--- src/rtl/rdx_pkg.sv ---
package rdx_pkg;

    typedef enum logic {
        ST_IDLE = 1'b0,
        ST_RUN  = 1'b1
    } rdx_state_e;

    typedef struct packed {
        logic inner_rev;
        logic pick_right;
    } rdx_cfg_t;

    // Largest power of two strictly below n (1 for n <= 2).
    function automatic int top_stride(int n);
        int r;
        r = 1;
        for (int k = 0; k < 16; k++) begin
            if ((r * 2) < n) r = r * 2;
        end
        return r;
    endfunction

endpackage

--- src/rtl/rdx_count.sv ---
module rdx_count #(
    parameter  int MAX_N = 16,
    localparam int CW    = $clog2(MAX_N + 1)
) (
    input  logic [CW-1:0]    n,
    input  logic [MAX_N-1:0] pred,
    output logic [CW-1:0]    ops
);
    logic [CW-1:0] active;

    always_comb begin
        active = '0;
        for (int s = 0; s < MAX_N; s++) begin
            if ((CW'(s) < n) && pred[s]) active = active + CW'(1);
        end
        ops = (active == '0) ? '0 : active - CW'(1);
    end
endmodule

--- src/rtl/rdx_walk.sv ---
module rdx_walk
    import rdx_pkg::*;
#(
    parameter  int MAX_N = 16,
    localparam int CW    = $clog2(MAX_N + 1),
    localparam int PW    = CW + 2
) (
    input  logic          clk,
    input  logic          rst,
    input  logic          load,
    input  logic          step,
    input  logic          outer_down,
    input  logic [CW-1:0] n,
    output logic [PW-1:0] lpos,
    output logic [PW-1:0] rpos,
    output logic          fin
);
    logic [PW-1:0] l_q, d_q, n_q;
    logic          down_q;
    logic [PW-1:0] l_try, l_nx, d_nx;
    logic          pass_end;

    always_comb begin
        if (!down_q) begin
            l_try    = l_q + (d_q << 1);
            pass_end = (l_try >= n_q);
            d_nx     = pass_end ? (d_q << 1) : d_q;
            fin      = pass_end && ((d_q << 1) >= n_q);
        end else begin
            l_try    = l_q + PW'(1);
            pass_end = (l_try >= d_q);
            fin      = pass_end && (d_q == PW'(1));
            d_nx     = (pass_end && !fin) ? (d_q >> 1) : d_q;
        end
        l_nx = pass_end ? '0 : l_try;
    end

    always_ff @(posedge clk) begin
        if (rst) begin
            l_q    <= '0;
            d_q    <= PW'(1);
            n_q    <= '0;
            down_q <= 1'b0;
        end else if (load) begin
            l_q    <= '0;
            d_q    <= outer_down ? PW'(top_stride(int'(n))) : PW'(1);
            n_q    <= PW'(n);
            down_q <= outer_down;
        end else if (step) begin
            l_q <= l_nx;
            d_q <= d_nx;
        end
    end

    assign lpos = l_q;
    assign rpos = l_q + d_q;

    a_r5_stride_pow2: assert property (@(posedge clk) disable iff (rst)
        $countones(d_q) == 1);
    a_r4_left_slot_in_range: assert property (@(posedge clk) disable iff (rst)
        step |-> (l_q < n_q));
endmodule

--- src/rtl/rdx_slots.sv ---
module rdx_slots #(
    parameter  int MAX_N = 16,
    localparam int CW    = $clog2(MAX_N + 1),
    localparam int IW    = $clog2(MAX_N),
    localparam int PW    = CW + 2
) (
    input  logic             clk,
    input  logic             rst,
    input  logic             load,
    input  logic             step,
    input  logic             inner_rev,
    input  logic [CW-1:0]    n,
    input  logic [MAX_N-1:0] pred,
    input  logic [PW-1:0]    lpos,
    input  logic [PW-1:0]    rpos,
    output logic [IW-1:0]    lidx,
    output logic [IW-1:0]    ridx,
    output logic             pair
);
    logic [IW-1:0]    hold_q [MAX_N];
    logic [MAX_N-1:0] live_q;
    logic [PW-1:0]    n_q;
    logic [IW-1:0]    init_hold [MAX_N];
    logic [MAX_N-1:0] init_live;
    logic [IW-1:0]    ls, rs;
    logic             in_rng;

    for (genvar s = 0; s < MAX_N; s++) begin : g_init
        logic [CW-1:0] src;
        assign src          = inner_rev ? (n - CW'(s + 1)) : CW'(s);
        assign init_hold[s] = src[IW-1:0];
        assign init_live[s] = (CW'(s) < n) && pred[src[IW-1:0]];
    end

    assign ls     = lpos[IW-1:0];
    assign rs     = rpos[IW-1:0];
    assign in_rng = (rpos < n_q);
    assign pair   = in_rng && live_q[ls] && live_q[rs];
    assign lidx   = hold_q[ls];
    assign ridx   = hold_q[rs];

    always_ff @(posedge clk) begin
        if (rst) begin
            live_q <= '0;
            n_q    <= '0;
            for (int s = 0; s < MAX_N; s++) hold_q[s] <= '0;
        end else if (load) begin
            live_q <= init_live;
            n_q    <= PW'(n);
            for (int s = 0; s < MAX_N; s++) hold_q[s] <= init_hold[s];
        end else if (step && in_rng) begin
            if (live_q[ls] && live_q[rs]) begin
                live_q[rs] <= 1'b0;
            end else if (live_q[rs]) begin
                hold_q[ls] <= hold_q[rs];
                live_q[ls] <= 1'b1;
                live_q[rs] <= 1'b0;
            end
        end
    end

    // each issued operation retires exactly one live slot
    a_r7_one_retired: assert property (@(posedge clk) disable iff (rst)
        (step && pair && !load) |=> ($countones(live_q) == $countones($past(live_q)) - 1));
endmodule

--- src/rtl/tree_reduce_sched.sv ---
module tree_reduce_sched
    import rdx_pkg::*;
#(
    parameter  int MAX_N = 16,
    localparam int CW    = $clog2(MAX_N + 1),
    localparam int IW    = $clog2(MAX_N),
    localparam int PW    = CW + 2
) (
    input  logic             clk,
    input  logic             rst,
    input  logic             start,
    input  logic [CW-1:0]    elem_cnt,
    input  logic             inner_rev,
    input  logic             outer_down,
    input  logic             pick_right,
    input  logic [MAX_N-1:0] pred,
    output logic             busy,
    output logic             idx_valid,
    output logic [IW-1:0]    idx,
    output logic             done,
    output logic [CW-1:0]    op_count
);
    rdx_state_e       state_q;
    rdx_cfg_t         cfg_q;
    logic [MAX_N-1:0] pred_q;
    logic [CW-1:0]    ops_q, emitted_q, ops_c, n_eff;
    logic             done_q, load, step, fin, pair;
    logic [PW-1:0]    lpos, rpos;
    logic [IW-1:0]    lidx, ridx;

    assign n_eff = (elem_cnt > CW'(MAX_N)) ? CW'(MAX_N) : elem_cnt;
    assign load  = start && (state_q == ST_IDLE);
    assign step  = (state_q == ST_RUN);

    rdx_count #(.MAX_N(MAX_N)) count_i (
        .n(n_eff), .pred(pred), .ops(ops_c)
    );

    rdx_walk #(.MAX_N(MAX_N)) walk_i (
        .clk(clk), .rst(rst), .load(load), .step(step),
        .outer_down(outer_down), .n(n_eff),
        .lpos(lpos), .rpos(rpos), .fin(fin)
    );

    rdx_slots #(.MAX_N(MAX_N)) slots_i (
        .clk(clk), .rst(rst), .load(load), .step(step),
        .inner_rev(inner_rev), .n(n_eff), .pred(pred),
        .lpos(lpos), .rpos(rpos), .lidx(lidx), .ridx(ridx), .pair(pair)
    );

    always_ff @(posedge clk) begin
        if (rst) begin
            state_q   <= ST_IDLE;
            cfg_q     <= '0;
            pred_q    <= '0;
            ops_q     <= '0;
            emitted_q <= '0;
            done_q    <= 1'b0;
        end else begin
            done_q <= 1'b0;
            if (load) begin
                cfg_q     <= '{inner_rev: inner_rev, pick_right: pick_right};
                pred_q    <= pred;
                ops_q     <= ops_c;
                emitted_q <= '0;
                if (n_eff <= CW'(1)) done_q  <= 1'b1;
                else                 state_q <= ST_RUN;
            end else if (state_q == ST_RUN) begin
                if (pair) emitted_q <= emitted_q + CW'(1);
                if (fin) begin
                    state_q <= ST_IDLE;
                    done_q  <= 1'b1;
                end
            end
        end
    end

    assign busy      = (state_q == ST_RUN);
    assign idx_valid = busy && pair;
    assign idx       = cfg_q.pick_right ? ridx : lidx;
    assign done      = done_q;
    assign op_count  = ops_q;

    a_r2_fwd_order: assert property (@(posedge clk) disable iff (rst)
        (idx_valid && !cfg_q.inner_rev) |-> (lidx < ridx));
    a_r3_rev_order: assert property (@(posedge clk) disable iff (rst)
        (idx_valid && cfg_q.inner_rev) |-> (lidx > ridx));
    a_r7_operands_active: assert property (@(posedge clk) disable iff (rst)
        idx_valid |-> (pred_q[lidx] && pred_q[ridx]));
    a_r6_count_match: assert property (@(posedge clk) disable iff (rst)
        done |-> (emitted_q == ops_q));
    a_r8_short_done: assert property (@(posedge clk) disable iff (rst)
        (load && (n_eff <= CW'(1))) |=> (done && !busy));
    a_r9_start_ignored: assert property (@(posedge clk) disable iff (rst)
        (busy && start) |=> $stable(ops_q));
endmodule

--- config.mk ---
export PLATFORM = sky130hd
export DESIGN_NAME = tree_reduce_sched
export DESIGN_NICKNAME = d
export VERILOG_FILES = /design/src/rtl/rdx_pkg.sv /design/src/rtl/rdx_count.sv /design/src/rtl/rdx_walk.sv /design/src/rtl/rdx_slots.sv /design/src/rtl/tree_reduce_sched.sv
export SDC_FILE = /design/constraint.sdc
export NUM_CORES = 1
export LEC_CHECK = 0
export CAP_MARGIN = 15
export CORE_AREA = 2 2 167 169
export CTS_CLUSTER_SIZE = 40
export DETAILED_ROUTE_END_ITERATION = 6
export DIE_AREA = 0 0 169 171
export GPL_ROUTABILITY_DRIVEN = 0
export PLACE_DENSITY = 0.65
export SETUP_SLACK_MARGIN = 0.05
export SYNTH_ARGS = -nofsm -noshare
export SYNTH_HDL_FRONTEND = slang
export SYNTH_SLANG_ARGS = --single-unit
--- constraint.sdc ---
create_clock -name clk -period 43.4 [get_ports clk]
set_clock_uncertainty 0.15 [all_clocks]
set_input_delay 8.68 -clock clk [delete_from_list [all_inputs] [get_ports clk]]
set_output_delay 8.68 -clock clk [all_outputs]
set_load 0.03 [all_outputs]
==> flow_metrics.tcl <==
set metrics [dict create \
    dpl_cell_area_mm2 0.0132 \
    critPathRequiredTime_ns 43.46 \
    final_cell_area_mm2 0.0135 \
    vias 11500 \
    cp_max_fo 23 \
    tns_ns 0 \
    num_rows 61 \
    ys_types 107 \
    path_clk_slew_ns 0.07 \
    setup_viol 0 \
    layout_commonest_cell "nand2_1" \
    grtUsageMet1 0.354 \
    critPathLaunchType "input port" \
    synth_compound_area_frac 0.210 \
    hold_buffers 0 \
    arrival_ns 36.38 \
    clockBufferDepth 2 \
    async_reset_ff_frac 0 \
    synth_cells 1468 \
    grt_pass1_vias 10800 \
    die_w_um 169 \
    detail-route-antenna-nets 0 \
    synth_xor_area_frac 0.0482 \
    totalWireLength_mm 37.0 \
    die-area_mm2 0.0289 \
    slew_violations 0 \
    synth_ff_type "edfxtp_1" \
    worst_slew_pin_slew_ns 1.14 \
    cts_resized 0 \
    layoutNonFillerInstCount 1817 \
    ioPinCount 39 \
    layout_common_cells "nand2_1, ha_1, a21oi_1" \
    grt_busiest_layer "met2" \
    synth_nets 1602 \
    timing.slew.headroom 0.237 \
    grt.overflow.total 0 \
    area_growth_pct 7.84 \
    drtIter0Drc 1260 \
    synth_fa_ha_area_frac 0.108 \
    yosysSeqAreaShare 0.230 \
    h-tree-depth 3 \
    layout_setup_ws_ns 7.08 \
    finalCriticalPeriod_ns 36.32 \
    fin_crit_sh 0.837 \
    core_mm2 0.0273 \
    via_per_inst 6.32 \
    end_kind "flip-flop" \
    met3_usage 0.0268 \
    cp_slowest_stage_delay_ns 0.77 \
    wl_per_cell_um 20.4 \
    yosys_warnings 0 \
    ys_ff_latch 112 \
    post_cts_buffers 0 \
    avgSynthCellArea_um2 8.54 \
    ctsRootBufferMaster "clkbuf_16" \
    track_usage 0.258 \
    synthMuxAreaShare 0.163 \
    hpwl_mm 28.0 \
    grt_max_degree 36 \
    grt.met2_usage 0.430 \
    min_path_type "flip-flop to flip-flop" \
    post-place-ws_ns 7.18 \
    synth-simple-area-share 0.196 \
    cts_buffers 9 \
    drcViolationCount 0 \
    dp.cells 1800 \
    critPathSlowestCell "nand2_1" \
    grt_pass1_wl_mm 59.2 \
    outcome "complete, no violations" \
    grt_antenna_before_repair 0 \
    first_pass_iters 7 \
    cpMostUsedCell "ha_1" \
    nFillCells 2618 \
    nets 1600 \
    finalHoldViolations 0 \
    worstSkewPairLatency_ns 0.36 \
    maxCapViolCount 0 \
    syn-cell-area_mm2 0.0125 \
    num_antenna_cells 0 \
    drive_gt1_frac 0.111 \
    tritoncts "done" \
    fmax_mhz 27.5 \
    synth_edf_count 64 \
    initial_core_util 0.459 \
    die_h_um 171 \
    rsz0062_at_grt "no" \
    path_class "input port to flip-flop" \
    synth_top_family_by_area "compound AO/OA/AOI/OAI gates" \
    cts.sinks 112 \
    port_buffers 38 \
]
state kept, by name, summed over array words and instances, names as in the netlist, named ones only:
name and count:
walk_i.d_q 7, walk_i.down_q 1, done 1, op_count 5, walk_i.lpos 7, slots_i.live_q 16
cfg_q 1, busy 1, slots_i.n_q 5, slots_i.hold_q 64
critical path, delay by kind of cell:
kind / cells / cell delay [ns]
compound gates: 52 / 11.89
fa+ha+maj: 17 / 5.40
simple gates: 27 / 4.99
mux: 9 / 3.32
buf+inv: 11 / 2.06
cell usage after synthesis, drive strengths merged (5+ instances only):
master   count  area [um2]
nor2        94         365
a21boi       5        41.3
o21a        13        98.9
nor3        27         140
o21ai       98         494
edfxtp      64        1920
inv         65         244
a21o        22         165
and2        21         131
o22ai       36         225
nand4       16         100
nor4         5        31.3
nor3b        6        65.1
o2111ai      7        78.8
buf         19         109
nor2b       21         131
a31oi       13        96.3
clkbuf      50         191
or2          7        43.8
or3          5        36.3
xnor2       47         412
ha         105        1310
mux4        48        1080
dfxtp       48         961
mux2i       66         661
a211oi      16         143
a21oi      100         523
nand2      206         778
a311oi       5        67.6
xor2        22         193
nand3       67         340
nand2b      27         171
o211ai      14         115
o31a         6        61.3
mux2        27         308
final cells by class:
class                      instances  area [um2]  share of cell area
tap                              346         433              0.0320
clock buffer                      11         243              0.0179
timing repair buffer              56         523              0.0387
inverter                          67         251              0.0186
sequential                       112        2880               0.213
multi-input combinational       1220        9110               0.674
clock inverter                     5        80.1             0.00592
cell families (layout without fill, tap and decap cells):
logic type,Yosys count,count (layout)
muxes,141,141
DFF,112,112
AOI/OAI and AO/OA,386,386
adders and majority gates,107,107
buffers and inverters,136,139
and+or+nand+nor,517,517
xor gates and xnor gates,69,69
worst paths after layout:
kind / start / to / slack, ns / depth (start not counted)
worst max-delay path: elem_cnt[4] / walk_i.d_q[0]$_SDFFE_PP1P_ / 7.08 / 116
worst min-delay path: slots_i.n_q[2]$_SDFFE_PP0P_ / slots_i.n_q[2]$_SDFFE_PP0P_ / 0.31 / 2
worst max register to register: walk_i.lpos[0]$_SDFFE_PP0P_ / slots_i.hold_q[13][1]$_DFFE_PP_ / 37.95 / 17
worst min register to register: slots_i.n_q[2]$_SDFFE_PP0P_ / slots_i.n_q[2]$_SDFFE_PP0P_ / 0.31 / 2
through the flow:
| step | hold slack (ns) | util |
|---|---|---|
| floorplan | 0.286 | - |
| global placement | 0.292 | 0.483 |
| detailed placement | 0.298 | 0.483 |
| CTS | 0.309 | 0.494 |
| global route | 0.327 | 0.495 |
| finish | 0.306 | 0.495 |
metal layers:
metal / part of all wire / routed length, um
met3: 0.060 / 2220
met5: 0 / 0
met4: 0.021 / 793
met1: 0.44 / 16400
met2: 0.47 / 17600
Power is left out: the tool's default activity adds up to more than one toggle a clock period on the data nets, which glitch-free logic cannot reach.
